`src/rtl/awr_pkg.sv`:
```
package awr_pkg;
  localparam int AWR_FLAG_LEN = 8;
  localparam int AWR_BYTE_LEN = 8;
  localparam int AWR_SYNC_STAGES = 2;
endpackage

```
`src/rtl/awr_rst_sync.sv`:
```
module awr_rst_sync #(
  parameter int STAGES = 2
) (
  input  logic clk,
  input  logic rst_n,
  output logic rst_sync_n
);
  logic [STAGES-1:0] chain_q;

  always_ff @(posedge clk or negedge rst_n) begin
    if (!rst_n) chain_q <= '0;
    else        chain_q <= {chain_q[STAGES-2:0], 1'b1};
  end

  assign rst_sync_n = chain_q[STAGES-1];
endmodule

```
`src/rtl/awr_window.sv`:
```
module awr_window #(
  parameter int FLAG_LEN = 8,
  parameter int BYTE_LEN = 8
) (
  input  logic                clk,
  input  logic                rst_n,
  input  logic                bit_i,
  input  logic                vld_i,
  output logic                hit_o,
  output logic [BYTE_LEN-1:0] code_o
);
  localparam int WIN = FLAG_LEN + BYTE_LEN;

  logic [WIN-1:0] win_q;
  logic [WIN-1:0] win_d;
  logic           flag_ok;
  logic           open_ok;
  logic           close_ok;

  // newest bit enters at the top; oldest sits at bit 0
  always_comb begin
    win_d = win_q;
    if (vld_i) win_d = {bit_i, win_q[WIN-1:1]};
  end

  always_comb begin
    flag_ok  = &win_d[FLAG_LEN-1:0];
    open_ok  = ~win_d[FLAG_LEN];
    close_ok = ~win_d[WIN-1];
    hit_o    = vld_i & flag_ok & open_ok & close_ok;
    code_o   = win_d[WIN-1:FLAG_LEN];
  end

  always_ff @(posedge clk or negedge rst_n) begin
    if (!rst_n)     win_q <= '0;
    else if (vld_i) win_q <= win_d;
  end
endmodule

```
`src/rtl/awr_hold.sv`:
```
module awr_hold #(
  parameter int BYTE_LEN = 8
) (
  input  logic                clk,
  input  logic                rst_n,
  input  logic                hit_i,
  input  logic [BYTE_LEN-1:0] code_i,
  input  logic                rd_i,
  output logic [BYTE_LEN-1:0] byte_o,
  output logic                pend_o
);
  logic [BYTE_LEN-1:0] byte_q;
  logic                pend_q;
  logic                pend_d;

  // a fresh capture wins over a read in the same cycle
  always_comb begin
    pend_d = pend_q;
    if (hit_i)     pend_d = 1'b1;
    else if (rd_i) pend_d = 1'b0;
  end

  always_ff @(posedge clk or negedge rst_n) begin
    if (!rst_n)     byte_q <= '0;
    else if (hit_i) byte_q <= code_i;
  end

  always_ff @(posedge clk or negedge rst_n) begin
    if (!rst_n) pend_q <= 1'b0;
    else        pend_q <= pend_d;
  end

  assign byte_o = byte_q;
  assign pend_o = pend_q;
endmodule

```
`src/rtl/awr_gate.sv`:
```
module awr_gate (
  input  logic pend_i,
  input  logic en_i,
  input  logic mode_i,
  output logic irq_o
);
  always_comb irq_o = pend_i & en_i & mode_i;
endmodule

```
`src/rtl/alarm_word_rx.sv`:
```
module alarm_word_rx #(
  parameter int FLAG_LEN    = awr_pkg::AWR_FLAG_LEN,
  parameter int BYTE_LEN    = awr_pkg::AWR_BYTE_LEN,
  parameter int SYNC_STAGES = awr_pkg::AWR_SYNC_STAGES
) (
  input  logic                clk,
  input  logic                rst_n,
  input  logic                ch_bit_i,
  input  logic                ch_vld_i,
  input  logic                link_mode_i,
  input  logic                irq_en_i,
  input  logic                rd_byte_i,
  output logic [BYTE_LEN-1:0] rx_byte_o,
  output logic                rx_pend_o,
  output logic                irq_o
);
  logic                rst_sync_n;
  logic                hit;
  logic [BYTE_LEN-1:0] code;

  awr_rst_sync #(.STAGES(SYNC_STAGES)) u_rst (
    .clk        (clk),
    .rst_n      (rst_n),
    .rst_sync_n (rst_sync_n)
  );

  awr_window #(.FLAG_LEN(FLAG_LEN), .BYTE_LEN(BYTE_LEN)) u_win (
    .clk    (clk),
    .rst_n  (rst_sync_n),
    .bit_i  (ch_bit_i),
    .vld_i  (ch_vld_i),
    .hit_o  (hit),
    .code_o (code)
  );

  awr_hold #(.BYTE_LEN(BYTE_LEN)) u_hold (
    .clk    (clk),
    .rst_n  (rst_sync_n),
    .hit_i  (hit),
    .code_i (code),
    .rd_i   (rd_byte_i),
    .byte_o (rx_byte_o),
    .pend_o (rx_pend_o)
  );

  awr_gate u_gate (
    .pend_i (rx_pend_o),
    .en_i   (irq_en_i),
    .mode_i (link_mode_i),
    .irq_o  (irq_o)
  );
endmodule

```
`config.mk`:
```
export PLATFORM = sky130hd
export DESIGN_NAME = alarm_word_rx
export DESIGN_NICKNAME = d
export VERILOG_FILES = /design/src/rtl/awr_pkg.sv /design/src/rtl/awr_rst_sync.sv /design/src/rtl/awr_window.sv /design/src/rtl/awr_hold.sv /design/src/rtl/awr_gate.sv /design/src/rtl/alarm_word_rx.sv
export SDC_FILE = /design/constraint.sdc
export NUM_CORES = 1
export LEC_CHECK = 0
export BUFFER_PORTS_ARGS = -buffer_cell sky130_fd_sc_hd__buf_4
export CAP_MARGIN = 30
export CORE_MARGIN = 2
export CORE_UTILIZATION = 45
export CTS_BUF_LIST = sky130_fd_sc_hd__clkbuf_4 sky130_fd_sc_hd__clkbuf_8 sky130_fd_sc_hd__clkbuf_16
export CTS_CLUSTER_SIZE = 30
export DETAILED_ROUTE_END_ITERATION = 6
export MAX_ROUTING_LAYER = met4
export PLACE_DENSITY = 0.66
export SLEW_MARGIN = 25
export SYNTH_ARGS = -nofsm -noshare
export SYNTH_HDL_FRONTEND = slang
export SYNTH_SLANG_ARGS = --single-unit
```
`constraint.sdc`:
```
create_clock -name clk -period 1.1 [get_ports clk]
set_clock_uncertainty 0.15 [all_clocks]
set_input_delay 0.165 -clock clk [delete_from_list [all_inputs] [get_ports clk]]
set_output_delay 0.165 -clock clk [all_outputs]
set_load 0.05 [all_outputs]
```
==> results.yml, run 1 <==
status:
  status: "finished, violations left"
  violations: "setup timing"
layout:
  nets: 101
  fin_cells: 121
  drive_above_1_share_pct: 65.6
  fin_area_mm2: 0.00141
  antenna_cells: 0
  final_util_pct: 65.8
  area_growth_pct: 42.2
timing:
  setup_viol: 19
  period_share_pct: 141
  period_needed_ns: 1.55
  worst_slack_ns: -0.446
  fmax_mhz: 647
  hold_ws_ns: 0.0768
  rsz0062_at_grt: "true"
  drv_slew: 0
  hold_viol: 0
route:
  first_pass_iters: 2
  vias: 569
  wl_per_cell_um: 12.8
  dr.first_iter.drc_count: 1
  vias_per_cell: 4.70
  final_antenna_net_count: 0
  wl_mm: 1.55
  drt_drc_violations_left: 0
synth:
  synth_cell_type_count: 13
  synth_area_um2: 993
  synth.net_count: 66
  synth_edf_count: 0
  ys_ff_latch: 26
  synthCells: 59
  netlist.area_leader.share_pct: 65.5
  synthArstFlopShare_pct: 100
  post-synth-top-area-cell: "dfrtp_1"
  synth_common_cells: "26 x dfrtp_1, 21 x mux2_2, 2 x and2b_2"
  netlist_top_cells_area: "dfrtp_1 65%, mux2_2 24%, nand4_4 2.1%, and2b_2 1.8%, nor3_4 1.6%"
  syn_avg_cell_area_um2: 16.8
  synth_most_common_cell: "dfrtp_1"
  yosys_warnings: 0
  yosysSeqAreaShare_pct: 65.5
  synthFlopType: "dfrtp_1"
pwr:
  pwr-share-clk_pct: 25.7
  peakVddDrop_v: 0.00134
  finalPower_mw: 2.54
  p_int_mw: 1.91
  switchingPower_mw: 0.626
  switching_share_pct: 24.6
  leakage_nw: 0.692
  p_seq_share_pct: 52.9
  p_per_area_mw_per_mm2: 1800
  power_frac_comb_pct: 21.5
placed_design:
  gp_congestion: 0.718
  dp_cells: 110
  place_area_mm2: 0.00123
  portBuffers: 16
  dp_hpwl_mm: 1.05
critical_path:
  r2r_setup_slack_ns: -0.45
  critPathKind: "reg -> reg"
  slowest_stage: "dfrtp_1"
  crit_chain: "nand4bb_4 > nor3_4 > buf_4 > mux2_2"
  critPathCaptureType: "flop"
  slowest_delay_ns: 0.42
  r2r-end: "u_hold.byte_o[5]$_DFFE_PN0P_"
  crit_path_start_kind: "flop"
  path_max_fanout: 5
  worstPathArrival_ns: 1.62
  worstRegToRegCells: 4
  r2r-start: "u_win.win_q[9]$_DFFE_PN0P_"
  cp.required_ns: 1.18
min_path:
  min_path_type: "reg -> async"
global_route:
  grt_pass1_vias: 607
  track_usage_pct: 14.9
  grt_first_pass_wirelength_mm: 2.73
  grt_max_degree: 25
  overflow: 0
  antenna_found_initial: 0
run:
  maxCapViolCount: 0
cts:
  cts_tree: "yes"
  cts_max_path_buffers: 2
  cts_root_buf: "clkbuf_4"
  htreeDepth: 1
  cts_num_sinks: 26
  clock_latency_ns: 0.32
  cts_inserted_buffers: 3
  clkTransAtPathRegs_ns: 0.14
floorplan:
  initial_core_util_pct: 46.2
  die_w_um: 51.0
  coreArea_mm2: 0.00215
  dieArea_mm2: 0.00260
  die_h_um: 51.0
  fp-row-count: 17
  io_pins: 17
## layout make-up
class / instances / area, µm²
fillers: 165 / 736
flip-flops and latches: 26 / 652
multi-input cells: 30 / 359
repair buffers: 32 / 310
well taps: 28 / 35.0
clock inverters: 1 / 30.0
clock buffers: 3 / 22.5
inverters: 1 / 3.75
## logic make-up (layout without fill, tap and decap cells)
| logic type | Yosys count | count (layout) | share of synthesized area (%) |
|---|---|---|---|
| other cells | 1 | 1 | 0.377 |
| simple gates | 7 | 7 | 7.81 |
| buf+inv | 3 | 37 | 1.64 |
| compound gates | 1 | 1 | 0.882 |
| mux | 21 | 21 | 23.8 |
| flops | 26 | 26 | 65.5 |
## registers in the layout, indices dropped and copies added (netlist names)
register / flops
u_hold.pend_o: 1
u_rst.chain_q: 2
u_win.win_q: 15
u_hold.byte_o: 8
## power groups by stage
| stage | combinational (mW) | sequential [mW] | clock, mW |
|---|---|---|---|
| after detailed placement | 0.465 | 1.36 | 0 |
| after floorplan | 0.269 | 1.35 | 0 |
| after global routing | 0.601 | 1.38 | 0.708 |
| after global placement | 0.456 | 1.35 | 0 |
| after CTS | 0.480 | 1.34 | 0.668 |
| final | 0.545 | 1.34 | 0.652 |
## layer usage
layer	vias to the layer above	wire, µm	global-route usage (%)
met5	-	0	-
met4	0	35	8.11
met3	5	51	2.63
met2	12	743	21.6
met1	276	721	19.9
li1	276	-	-
## worst max-delay path: cells and delay by family (launching register included)
| kind | cells | cell delay [ns] |
|---|---|---|
| flip-flops | 1 | 0.42 |
| AND/OR/NAND/NOR | 2 | 0.39 |
| multiplexers | 1 | 0.33 |
| buffers and inverters | 1 | 0.16 |
## layout by cell type, fill, tap and decap left out, types with 2 or more instances in the layout
cell type / count
buf_4: 14
dlygate4sd3_1: 4
dfrtp_1: 25
mux2_4: 3
clkbuf_4: 3
and2b_2: 2
mux2_2: 18
buf_6: 12
buf_8: 2
## per-stage QoR
stage	worst slack, ns	TNS, ns
2_1_floorplan	-0.409	-3.21
3_3_place_gp	-0.418	-4.24
3_5_place_dp	-0.444	-4.41
4_1_cts	-0.465	-5.04
5_1_grt	-0.532	-5.97
6_report	-0.446	-4.75
## what timing repair did
| item | in CTS | in global routing |
|---|---|---|
| pin swaps | 1 | 0 |
| buffers inserted | 1 | 4 |
| setup endpoints to repair | 19 | 24 |
| hold endpoints to repair | 4 | 0 |
| hold buffers | 4 | 0 |
| resized for setup | 13 | 6 |
## worst max-delay path by stage
stage,startpoint,endpoint,slack [ns]
final,u_win.win_q[9]$_DFFE_PN0P_,u_hold.byte_o[5]$_DFFE_PN0P_,-0.45
after global routing,u_win.win_q[9]$_DFFE_PN0P_,u_hold.byte_o[5]$_DFFE_PN0P_,-0.53
after CTS,u_win.win_q[9]$_DFFE_PN0P_,u_hold.byte_o[5]$_DFFE_PN0P_,-0.46
after detailed placement,u_win.win_q[9]$_DFFE_PN0P_,u_hold.byte_o[5]$_DFFE_PN0P_,-0.44
after global placement,u_win.win_q[9]$_DFFE_PN0P_,u_hold.byte_o[5]$_DFFE_PN0P_,-0.42
after floorplan,u_win.win_q[9]$_DFFE_PN0P_,u_hold.byte_o[1]$_DFFE_PN0P_,-0.41
Note: power is estimated with default switching activity, not from simulation.
==> run 2, diff against run 1 <==
- PLACE_DENSITY: 0.66 -> default
- SYNTH_HIERARCHICAL: default -> 1
- clock period: 1.1 -> 1.8 ns (I/O delays scaled with it)
==> results.yml, run 2 <==
critical_path:
  worstPathArrival_ns: 1.76
  path_max_fanout: 5
  critPathCaptureType: "flop"
  crit_path_start_kind: "flop"
  cp.required_ns: 1.87
  critPathKind: "reg -> reg"
  r2r-start: "u_win/win_q[3]$_DFFE_PN0P_"
  crit_path_start: "u_win/win_q[3]$_DFFE_PN0P_"
synth:
  synth_common_cells: "27 x dfrtp_1, 24 x mux2_2, 9 x buf_4, 8 x mux2_4, 3 x buf_6"
  synth_edf_count: 0
  synthFlopType: "dfrtp_1"
  synth_cell_type_count: 14
  yosys_warnings: 6
  netlist.area_leader.share_pct: 54.7
  synthArstFlopShare_pct: 100
  synth_most_common_cell: "dfrtp_1"
  synthCells: 81
  yosysSeqAreaShare_pct: 54.7
  synth_area_mm2: 0.00124
  syn_avg_cell_area_um2: 15.3
  post-synth-top-area-cell: "dfrtp_1"
  netlist_top_cells_area: "dfrtp_1 55%, mux2_2 22%, mux2_4 9.7%, buf_4 5.5%, buf_6 2.7%"
  ys_ff_latch: 27
  synth.net_count: 88
cts:
  cts_tree: "yes"
  clock_latency_ns: 0.32
  clkTransAtPathRegs_ns: 0.14
  ctsResizeCount: 0
  cts_inserted_buffers: 3
  cts_max_path_buffers: 2
  htreeDepth: 1
  cts_num_sinks: 27
  cts_root_buf: "clkbuf_4"
route:
  wl_mm: 1.68
  wl_per_cell_um: 13.4
  vias_per_cell: 4.95
  first_pass_iters: 2
  dr.first_iter.drc_count: 7
  wl_met2_um: 798
  final_antenna_net_count: 0
  drt_drc_violations_left: 0
  drt-met1-wl_um: 775
  vias: 624
  wl_met3_um: 91
  highest_layer: "met4"
global_route:
  grt_pass1_vias: 630
  overflow: 0
  grt_first_pass_wirelength_mm: 2.87
  track_usage_pct: 12.2
  antenna_found_initial: 0
  grt_max_degree: 26
pwr:
  p_per_area_mw_per_mm2: 1040
  leakage_nw: 0.655
  peakVddDrop_v: 0.000836
timing:
  period_share_pct: 93.6
  setup_viol: 0
  fin_tns_setup_ns: 0
  hold_viol: 0
  period_needed_ns: 1.68
  drv_slew: 0
  hold_ws_ns: 0.0580
  rsz0062_at_grt: "false"
  fmax_mhz: 594
status:
  status: "finished, final reports clean"
min_path:
  hold_start: "ch_bit_i"
  min_path_type: "in -> reg"
placed_design:
  dp_hpwl_mm: 1.19
  portBuffers: 16
  gp_congestion: 0.728
  dp_cells: 121
floorplan:
  fp-row-count: 19
  io_pins: 17
  die_h_um: 56.4
  coreArea_mm2: 0.00269
  dieArea_mm2: 0.00318
  initial_core_util_pct: 46.0
  die_w_um: 56.4
layout:
  largest_reg_flops: 16
  drive_above_1_share_pct: 62.1
  nets: 103
  antenna_cells: 0
  top_register: "u_win/win_q"
  area_growth_pct: 10.9
  final_cell_mix: "27 x dfrtp_1, 24 x mux2_2, 21 x buf_4"
  final_common_cell: "dfrtp_1"
  fin_cells: 126
  num-fill-cells: 226
run:
  maxCapViolCount: 0
## run 2: changes by cell type after synthesis, moves of 2 or more
cell	before	now
and2b_2	2	0
buf_4	1	9
buf_6	0	3
mux2_2	21	24
mux2_4	0	8
## run 2: through the flow
step / power, mW / instance area [µm²] / setup slack, ns / util (%)
after CTS: 1.45 / 1370 / 0.109 / 51.0
after global placement: 1.16 / 1330 / 0.0753 / 49.6
after global routing: 1.52 / 1370 / 0.0103 / 51.0
after detailed placement: 1.17 / 1330 / 0.0752 / 49.6
after floorplan: 1.15 / 1240 / 0.175 / -
final: 1.42 / 1370 / 0.116 / 51.0
## run 2: layout make-up
| class | count | area (µm²) | area share [%] |
|---|---|---|---|
| repair buffers | 22 | 168 | 12.2 |
| well taps | 31 | 38.8 | 2.83 |
| inverters | 2 | 7.51 | 0.547 |
| multi-input cells | 40 | 452 | 32.9 |
| flip-flops and latches | 27 | 676 | 49.3 |
| clock buffers | 4 | 30.0 | 2.19 |
## run 2: per-layer routing
metal	vias up	track usage (%)
li1	301	-
met1	305	15.2
met2	16	18.7
met3	2	4.84
met4	0	3.06
met5	-	-
## run 2: cell families (layout without fill, tap and decap cells)
family | Yosys count | count (layout) | synth area share, %
mux | 32 | 32 | 31.6
compound gates | 2 | 2 | 1.42
simple gates | 5 | 5 | 3.24
other cells | 1 | 1 | 0.303
flops | 27 | 27 | 54.7
buf+inv | 14 | 28 | 8.81
## run 2: power by group
part / internal [mW] / switching, mW
combinational: 0.183 / 0.105
sequential: 0.751 / 0.114
clock: 0.102 / 0.166
total: 1.04 / 0.384
## run 2: final timing paths
| path | endpoint | slack (ns) | cells after the start |
|---|---|---|---|
| max reg2reg | u_hold/byte_o[5]$_DFFE_PN0P_ | 0.12 | 5 |
| max in group asynchronous | u_win/win_q[15]$_DFFE_PN0P_ | 1.19 | 1 |
| min reg2reg | u_win/win_q[9]$_DFFE_PN0P_ | 0.07 | 1 |
| max | u_hold/byte_o[5]$_DFFE_PN0P_ | 0.12 | 5 |
| min in group asynchronous | u_win/win_q[9]$_DFFE_PN0P_ | 0.07 | 1 |
| min | u_win/win_q[15]$_DFFE_PN0P_ | 0.06 | 2 |
## run 2: worst max-delay path, cell delays in order (launching register included)
cell and delay (ns):
dfrtp_1 0.39, and4_1 0.19, a32oi_1 0.06, nor4_2 0.29, buf_4 0.21, mux2_4 0.30
## run 2: timing repair
action | 4_1_cts | 5_1_grt
hold buffers | 1 | 0
endpoints found under the hold margin | 2 | 0
setup buffers | 0 | 0
==> run 3, diff against run 2 <==
==> constraint.sdc (replaced) <==
create_clock -name clk -period 1.8 [get_ports clk]
set_clock_uncertainty 0.15 [all_clocks]
set_input_delay 0.36 -clock clk [delete_from_list [all_inputs] [get_ports clk]]
set_output_delay 0.36 -clock clk [all_outputs]
set_load 0.05 [all_outputs]
==> results.yml, run 3 (synthesis gave the netlist of run 2 again) <==
floorplan:
  dieArea_mm2: 0.00318
  coreArea_mm2: 0.00269
  die_w_um: 56.4
  die_h_um: 56.4
  initial_core_util_pct: 46.0
  io_pins: 17
  fp-row-count: 19
timing:
  period_share_pct: 89.9
  fin_tns_setup_ns: 0
  drv_slew: 0
  fmax_mhz: 618
  setup_viol: 0
  period_needed_ns: 1.62
  rsz0062_at_grt: "false"
  hold_viol: 0
critical_path:
  critPathCaptureType: "flop"
  path_max_fanout: 5
  crit_path_start_kind: "flop"
  worstPathArrival_ns: 1.67
  critPathKind: "reg -> reg"
  cp.required_ns: 1.86
cts:
  clkTransAtPathRegs_ns: 0.14
  ctsResizeCount: 0
  cts_root_buf: "clkbuf_4"
  cts_max_path_buffers: 2
  cts_inserted_buffers: 3
  cts_tree: "yes"
  cts_num_sinks: 27
  htreeDepth: 1
  clock_latency_ns: 0.31
pwr:
  peakVddDrop_v: 0.000657
  p_int_mw: 1.04
  p_seq_share_pct: 61.1
  switchingPower_mw: 0.378
  switching_share_pct: 26.7
  p_per_area_mw_per_mm2: 1030
  leakage_nw: 0.660
  power_frac_comb_pct: 20.2
  pwr-share-clk_pct: 18.7
layout:
  num-fill-cells: 242
  top_register: "u_win/win_q"
  drive_above_1_share_pct: 62.5
  largest_reg_flops: 16
  fin_cells: 127
  final_cell_mix: "27 x dfrtp_1, 24 x mux2_2, 22 x buf_4"
  antenna_cells: 0
  multi_input_area_um2: 452
  regArea_um2: 676
  area_growth_pct: 11.5
  nets: 104
  final_common_cell: "dfrtp_1"
global_route:
  track_usage_pct: 12.0
  grt_first_pass_wirelength_mm: 2.94
  grt_pass1_vias: 625
  met1_usage_pct: 16.8
  overflow: 0
  met2_usage_pct: 17.5
  grt_use_met3_pct: 3.00
  top_usage_layer: "met2"
  antenna_found_initial: 0
  grt_max_degree: 26
route:
  final_antenna_net_count: 0
  vias_per_cell: 4.98
  dr.first_iter.drc_count: 7
  wl_per_cell_um: 12.8
  wl_mm: 1.63
  first_pass_iters: 2
  drt_drc_violations_left: 0
  vias: 633
placed_design:
  portBuffers: 16
  dp_cells: 122
  gp_congestion: 0.739
  dp_hpwl_mm: 1.17
min_path:
  min_path_type: "reg -> async"
run:
  maxCapViolCount: 0
status:
  status: "finished, final reports clean"
## run 3: changes by cell type in the layout (fill, tap and decap cells not counted), sizes merged
cell and change:
buf +1
## run 3: power by group through the flow
| stage | Clock [mW] | Combinational, mW | Sequential [mW] |
|---|---|---|---|
| after floorplan | 0 | 0.280 | 0.870 |
| after global placement | 0 | 0.284 | 0.879 |
| after detailed placement | 0 | 0.288 | 0.877 |
| after CTS | 0.276 | 0.291 | 0.866 |
| after global routing | 0.303 | 0.314 | 0.891 |
| final | 0.264 | 0.286 | 0.864 |
## run 3: metrics by stage
stage	power (mW)	area, µm²	utilization [%]	setup slack, ns	hold WS (ns)
6_report	1.41	1380	51.3	0.182	0.0798
5_1_grt	1.51	1380	51.3	0.0879	0.124
4_1_cts	1.43	1380	51.3	0.0657	0.0935
3_5_place_dp	1.17	1340	49.8	-0.0159	-0.00622
3_3_place_gp	1.16	1340	49.8	0.0184	-0.00760
2_1_floorplan	1.15	1240	-	0.0846	-0.0856
## run 3: path summary, 6_finish.rpt
kind | from | endpoint | slack [ns] | depth (start not counted)
max in group asynchronous | u_rst/chain_q[1]$_DFF_PN0_ | u_win/win_q[0]$_DFFE_PN0P_ | 1.18 | 1
min | u_rst/chain_q[1]$_DFF_PN0_ | u_hold/byte_o[0]$_DFFE_PN0P_ | 0.08 | 1
max reg2reg | u_win/win_q[5]$_DFFE_PN0P_ | u_hold/byte_o[6]$_DFFE_PN0P_ | 0.18 | 5
max | u_win/win_q[5]$_DFFE_PN0P_ | u_hold/byte_o[6]$_DFFE_PN0P_ | 0.18 | 5
min reg2reg | u_rst/chain_q[1]$_DFF_PN0_ | u_hold/byte_o[0]$_DFFE_PN0P_ | 0.08 | 1
min in group clk | ch_bit_i | u_win/win_q[15]$_DFFE_PN0P_ | 0.15 | 2
## run 3: repair_timing
action                                  in CTS  in global routing
endpoints found under the hold margin        2                  0
hold buffers                                 1                  0
buffers inserted                             0                  0
endpoints found under the setup margin       0                  3
## run 3: critical path: stages (launching register included)
cell and delay, ns:
dfrtp_1 0.39, and4_1 0.19, a32oi_1 0.06, nor4_2 0.20
buf_4 0.22, mux2_4 0.30
## run 3: final cells by class
cell class | count | area share, %
timing repair buffer | 23 | 12.7
tap | 31 | 2.81
sequential | 27 | 49.0
inverter | 2 | 0.544
clock buffer | 4 | 2.18
multi-input combinational | 40 | 32.8
## run 3: layer usage
layer	wire length, µm	part of all wire [%]
met1	850	52
met4	13	0.80
met5	0	0
met2	694	43
met3	71	4.4
